$ cat src/rtl/eeprom_i2c_slave.sv
module eeprom_i2c_slave #(
  parameter logic [3:0] DEV_ID      = 4'b1010,
  parameter int         MEM_BYTES   = 256,
  parameter int         PAGE_BYTES  = 16,
  parameter int         BUSY_CYCLES = 1000
) (
  input  logic       clk,
  input  logic       rst_n,
  input  logic       scl_i,
  input  logic       sda_i,
  input  logic [2:0] chip_sel,
  input  logic       wp,
  output logic       sda_oe
);
  localparam int AW = $clog2(MEM_BYTES);
  localparam int PW = $clog2(PAGE_BYTES);
  localparam int CW = $clog2(BUSY_CYCLES + 1);

  localparam logic [2:0] S_IDLE = 3'd0, S_DEV = 3'd1, S_DACK = 3'd2,
                         S_WR = 3'd3, S_WACK = 3'd4, S_RD = 3'd5, S_RACK = 3'd6;

  logic [2:0] scl_s, sda_s;
  logic [2:0] state, bitcnt;
  logic       done, first, nack;
  logic [7:0] shreg;
  logic [6:0] txbits;
  logic [AW-1:0] addr;
  logic [7:0] pbuf [PAGE_BYTES];
  logic [PAGE_BYTES-1:0] pmask;
  logic [CW-1:0] busy;
  logic [7:0] mem [MEM_BYTES];

  always_ff @(posedge clk) begin
    if (!rst_n) begin
      scl_s <= '1;
      sda_s <= '1;
    end else begin
      scl_s <= {scl_s[1:0], scl_i};
      sda_s <= {sda_s[1:0], sda_i};
    end
  end

  wire scl_rise  = scl_s[1] & ~scl_s[2];
  wire scl_fall  = ~scl_s[1] & scl_s[2];
  wire sda_bit   = sda_s[1];
  wire start_det = scl_s[1] & scl_s[2] & ~sda_s[1] & sda_s[2];
  wire stop_det  = scl_s[1] & scl_s[2] & sda_s[1] & ~sda_s[2];

  wire [7:0]    rx_byte = {shreg[6:0], sda_bit};
  wire [PW-1:0] poff    = addr[PW-1:0];
  wire [7:0]    rd_data = mem[addr];
  wire          hit     = (shreg[7:1] == {DEV_ID, chip_sel}) && (busy == '0);

  always_ff @(posedge clk) begin
    if (!rst_n) begin
      state  <= S_IDLE;
      bitcnt <= '0;
      done   <= 1'b0;
      first  <= 1'b0;
      nack   <= 1'b0;
      shreg  <= '0;
      txbits <= '0;
      addr   <= '0;
      pmask  <= '0;
      busy   <= '0;
      sda_oe <= 1'b0;
    end else begin
      if (busy != '0) busy <= busy - CW'(1);
      if (start_det) begin
        state  <= S_DEV;
        bitcnt <= '0;
        done   <= 1'b0;
        sda_oe <= 1'b0;
      end else if (stop_det) begin
        state  <= S_IDLE;
        done   <= 1'b0;
        sda_oe <= 1'b0;
        if (|pmask) begin
          pmask <= '0;
          busy  <= CW'(BUSY_CYCLES);
        end
      end else if (scl_rise) begin
        case (state)
          S_DEV, S_WR: begin
            shreg  <= rx_byte;
            bitcnt <= bitcnt + 3'd1;
            if (bitcnt == 3'd7) begin
              done <= 1'b1;
              if (state == S_WR) begin
                if (first) begin
                  addr  <= rx_byte[AW-1:0];
                  first <= 1'b0;
                  pmask <= '0;
                end else begin
                  if (!wp) begin
                    pbuf[poff]  <= rx_byte;
                    pmask[poff] <= 1'b1;
                  end
                  addr[PW-1:0] <= poff + PW'(1);
                end
              end
            end
          end
          S_RD: begin
            bitcnt <= bitcnt + 3'd1;
            if (bitcnt == 3'd7) begin
              done <= 1'b1;
              addr <= addr + AW'(1);
            end
          end
          S_RACK: nack <= sda_bit;
          default: ;
        endcase
      end else if (scl_fall) begin
        case (state)
          S_DEV: if (done) begin
            done <= 1'b0;
            if (hit) begin
              sda_oe <= 1'b1;
              state  <= S_DACK;
            end else begin
              state <= S_IDLE;
            end
          end
          S_DACK: begin
            bitcnt <= '0;
            if (shreg[0]) begin
              txbits <= rd_data[6:0];
              sda_oe <= ~rd_data[7];
              state  <= S_RD;
            end else begin
              sda_oe <= 1'b0;
              first  <= 1'b1;
              state  <= S_WR;
            end
          end
          S_WR: if (done) begin
            done   <= 1'b0;
            sda_oe <= 1'b1;
            state  <= S_WACK;
          end
          S_WACK: begin
            sda_oe <= 1'b0;
            state  <= S_WR;
          end
          S_RD: begin
            if (done) begin
              done   <= 1'b0;
              sda_oe <= 1'b0;
              state  <= S_RACK;
            end else begin
              txbits <= {txbits[5:0], 1'b0};
              sda_oe <= ~txbits[6];
            end
          end
          S_RACK: begin
            if (!nack) begin
              txbits <= rd_data[6:0];
              sda_oe <= ~rd_data[7];
              state  <= S_RD;
            end else begin
              state <= S_IDLE;
            end
          end
          default: ;
        endcase
      end
    end
  end

  always_ff @(posedge clk) begin
    if (!rst_n) begin
      for (int i = 0; i < MEM_BYTES; i++) mem[i] <= 8'hFF;
    end else if (stop_det) begin
      for (int i = 0; i < PAGE_BYTES; i++)
        if (pmask[i]) mem[{addr[AW-1:PW], PW'(i)}] <= pbuf[i];
    end
  end
endmodule


$ cat config.mk
export PLATFORM = sky130hd
export DESIGN_NAME = eeprom_i2c_slave
export DESIGN_NICKNAME = d
export VERILOG_FILES = /design/src/rtl/eeprom_i2c_slave.sv
export SDC_FILE = /design/constraint.sdc
export NUM_CORES = 2
export LEC_CHECK = 0
export ABC_AREA = 1
export CAP_MARGIN = 30
export CORE_ASPECT_RATIO = 1.4
export CORE_MARGIN = 4
export CORE_UTILIZATION = 40
export CTS_CLUSTER_SIZE = 8
export DETAILED_ROUTE_END_ITERATION = 6
export PLACE_DENSITY = 0.66
export SYNTH_ARGS = -nofsm -noshare
export SYNTH_HDL_FRONTEND = slang
export SYNTH_SLANG_ARGS = --single-unit
$ cat constraint.sdc
create_clock -name clk -period 3.8 [get_ports clk]
set_input_delay 0.76 -clock clk [delete_from_list [all_inputs] [get_ports clk]]
set_output_delay 0.76 -clock clk [all_outputs]
set_load 0.01 [all_outputs]
==> run summary <==
worst slew pin tran - 1.074 ns
Clk Latency, worst-skew pair - 0.88 ns
Worst Setup Start Kind - flop
Max-Cap Viols - 0
Max Slew Vio Count - 0
top post-synthesis cells by area - edfxtp_1 64%, nand2_1 15%, nor2_1 6.1%
crit path launch - addr[0]
Post-synth top flop - edfxtp_1
hold path startpoint - rst_n
CTS tree - built
Final Non-Filler Cells - 14680
crit path capture - sda_oe
syn nets - 10990
drt pass-1 iters - 7
Synth area leader - edfxtp_1
Std-Cell Rows - 219
post-CTS resize count - 0
Hold Path Depth - 3
chip height - 605.9 µm
post-synthesis sequential area ratio - 0.6525
TritonCTS buffer count - 322
worst r2r dst - sda_oe
Leak - 0.03991 µW
Tcrit/Tclk final - 0.9252
htree depth - 5
# setup viols final - 0
RSZ-0062 raised after global routing - false
grt ovf - 0
IO Pins - 9
die area - 263600 µm²
largest net degree at the start of global routing - 102
Final Hold Vio Count - 0
Root Buffer - clkbuf_16
FF-to-FF Start - addr[0]
count of cell types in the netlist - 39
CP Max Fanout - 88
hpwl dp - 291700 µm
final wirelength - 419800 µm
initial detailed-routing violation count - 12430
initial antenna violation count - 24
Sink Count - 2241
via count - 83960
Post-synth EDFFs - 2176
Fin Setup TNS - 0 ns
maximum vdd drop - 0.0004427 V
Worst Setup End Kind - flop
Syn-to-layout area delta - 16.08%
vias per cell - 5.719
fmax - 0.2844 GHz
core area - 254300 µm²
Syn Area/Cell - 9.305 µm²
FF-to-FF setup slack - 0.28 ns
Total Routing Usage GR - 0.3095
postcts setup bufs - 0
PwrDens - 458.2 nW/µm²
Synth Cell Area - 102100 µm²
DRC Markers - 1
Worst slew margin - 0.2764
outcome - finished with violations
worst setup path class - flop to flop
Worst Hold Class - primary input to flop
crit path time final - 3.516 ns
CTS Buffer Depth - 4
#FFs+latches synth - 2241
clock slew at reported path FFs - 0.06 ns
layout cells sized above 1 - 0.08984
# hold bufs at CTS - 0
Initial Utilization - 0.4017
ANT nets after route - 0
yosys warns - 0
nets - 11310
Worst Skew - 0.05448 ns
reg2reg path depth - 14
vias in the first global route - 80590
failing checks - design-rule violations
asr flop ratio synth - 0
Placed Instances - 14270
Port Buffers - 8
Die W - 435.1 µm
CP required - 4.62 ns
Arr. time, crit path - 4.34 ns
first-pass GRT wire length - 578400 µm
gpl congestion - 1.043
Synth Instances - 10980
post-synth top area share - 0.6398
post-DR wirelength/cell - 28.59 µm
## worst min-delay path by stage
stage                    end  slack (ns)
floorplan           scl_s[1]        0.39
global placement    scl_s[1]        0.40
detailed placement  scl_s[1]        0.41
CTS                 shreg[1]        0.19
global route        shreg[1]        0.23
finish              shreg[1]        0.20
## report_power, final
part | leakage (µW) | internal (µW) | switching, µW
sequential | 0.0173 | 27300 | 111
clock | 0.00416 | 15200 | 10400
combinational | 0.0184 | 389 | 927
total | 0.0399 | 42900 | 11400
## per-stage QoR
step | power [µW] | util | setup WS (ns) | hold WS (ns) | instance area, µm²
floorplan | 28630 | - | 1.127 | 0.3925 | 102100
global placement | 29120 | 0.4267 | 0.4338 | 0.3971 | 108500
detailed placement | 29190 | 0.4322 | 0.4169 | 0.4073 | 109900
CTS | 54310 | 0.4658 | 0.3941 | 0.1876 | 118400
global route | 55540 | 0.4661 | 0.2396 | 0.2336 | 118500
finish | 54320 | 0.4662 | 0.2843 | 0.2033 | 118600
## worst max-delay path, cell delays in order, from the launching register on
cell     delay, ns
dfxtp_4       0.59
inv_16        0.21
buf_12        0.34
buf_12        0.19
o21ai_0       0.26
o22ai_1       0.21
nand2_1       0.39
nand4_1       0.14
nand2_1       0.12
nand3_1       0.09
nor2_1        0.09
nand2_1       0.07
nor2_1        0.33
nor2_1        0.09
nor2_1        0.09
## per-layer routing
layer,part of all wire,global-route usage
met4,0.12,0.3137
met2,0.44,0.4772
met5,0.00017,0
met3,0.11,0.06180
met1,0.32,0.3534
## registers in the layout, summed over array words and instances (netlist names), 3 cells and up
name / flops
mem: 2048
bitcnt: 3
busy: 10
state: 3
shreg: 8
txbits: 7
pmask: 16
pbuf: 128
sda_s: 3
addr: 8
scl_s: 3
## area by class of cell
class,instances,area (µm²)
clock buffers,366,8287
repair buffers,668,6530
inverters,630,2391
diodes,11,27.53
multi-input cells,7431,30270
fillers,23470,135700
clock inverters,18,255.2
well taps,3315,4148
flip-flops and latches,2241,66650
## Yosys cell counts, types with 2 or more instances
| library cell | instances |
|---|---|
| a21oi_1 | 50 |
| o21bai_1 | 4 |
| nor4_1 | 3 |
| xnor2_1 | 2 |
| a311oi_1 | 2 |
| nor2_1 | 1661 |
| o22ai_1 | 79 |
| nor3_1 | 36 |
| ha_1 | 10 |
| dfxtp_1 | 65 |
| xor2_1 | 4 |
| a221oi_1 | 3 |
| a211oi_1 | 4 |
| nand2_1 | 4165 |
| buf_4 | 8 |
| or2_2 | 4 |
| clkinv_1 | 2 |
| edfxtp_1 | 2176 |
| o21ai_1 | 104 |
| buf_6 | 8 |
| nand4_1 | 18 |
| buf_2 | 205 |
| clkbuf_1 | 429 |
| inv_1 | 624 |
| a22oi_1 | 2 |
| o21ai_0 | 1046 |
| inv_2 | 3 |
| nand3_1 | 212 |
| buf_1 | 23 |
| a31oi_1 | 3 |
| o211ai_1 | 13 |
## cells in the final DEF, fill, tap and decap left out, types with 3 or more instances in the layout
master	Yosys	layout
buf_4	8	535
clkbuf_16	0	325
a21oi_1	50	50
a211oi_1	4	4
ha_1	10	10
nor2_1	1661	1658
clkdlybuf4s50_1	0	7
edfxtp_1	2176	2176
o21ai_1	104	104
nor2_4	0	3
xor2_1	4	4
o22ai_1	79	79
a31oi_1	3	3
a221oi_1	3	3
o211ai_1	13	13
buf_2	205	20
nand4_1	18	18
inv_1	624	624
diode_2	0	11
or2_2	4	4
clkinv_8	0	6
clkbuf_1	429	41
buf_16	0	45
clkbuf_2	1	4
o21bai_1	4	4
o21ai_0	1046	1046
nor3_1	36	36
nand3_1	212	212
nor4_1	3	3
buf_12	0	49
buf_8	0	5
nand2_1	4165	4165
inv_6	0	8
dfxtp_1	65	63
## cells by family after synthesis
family | after synthesis | share of synthesized area
AOI/OAI and AO/OA | 1314 | 0.06647
xor gates and xnor gates | 6 | 0.0005145
adders and majority gates | 10 | 0.001225
buffers and inverters | 1304 | 0.05135
DFF | 2241 | 0.6525
and+or+nand+nor | 6101 | 0.2279
Power figures use the tool's default switching activity.
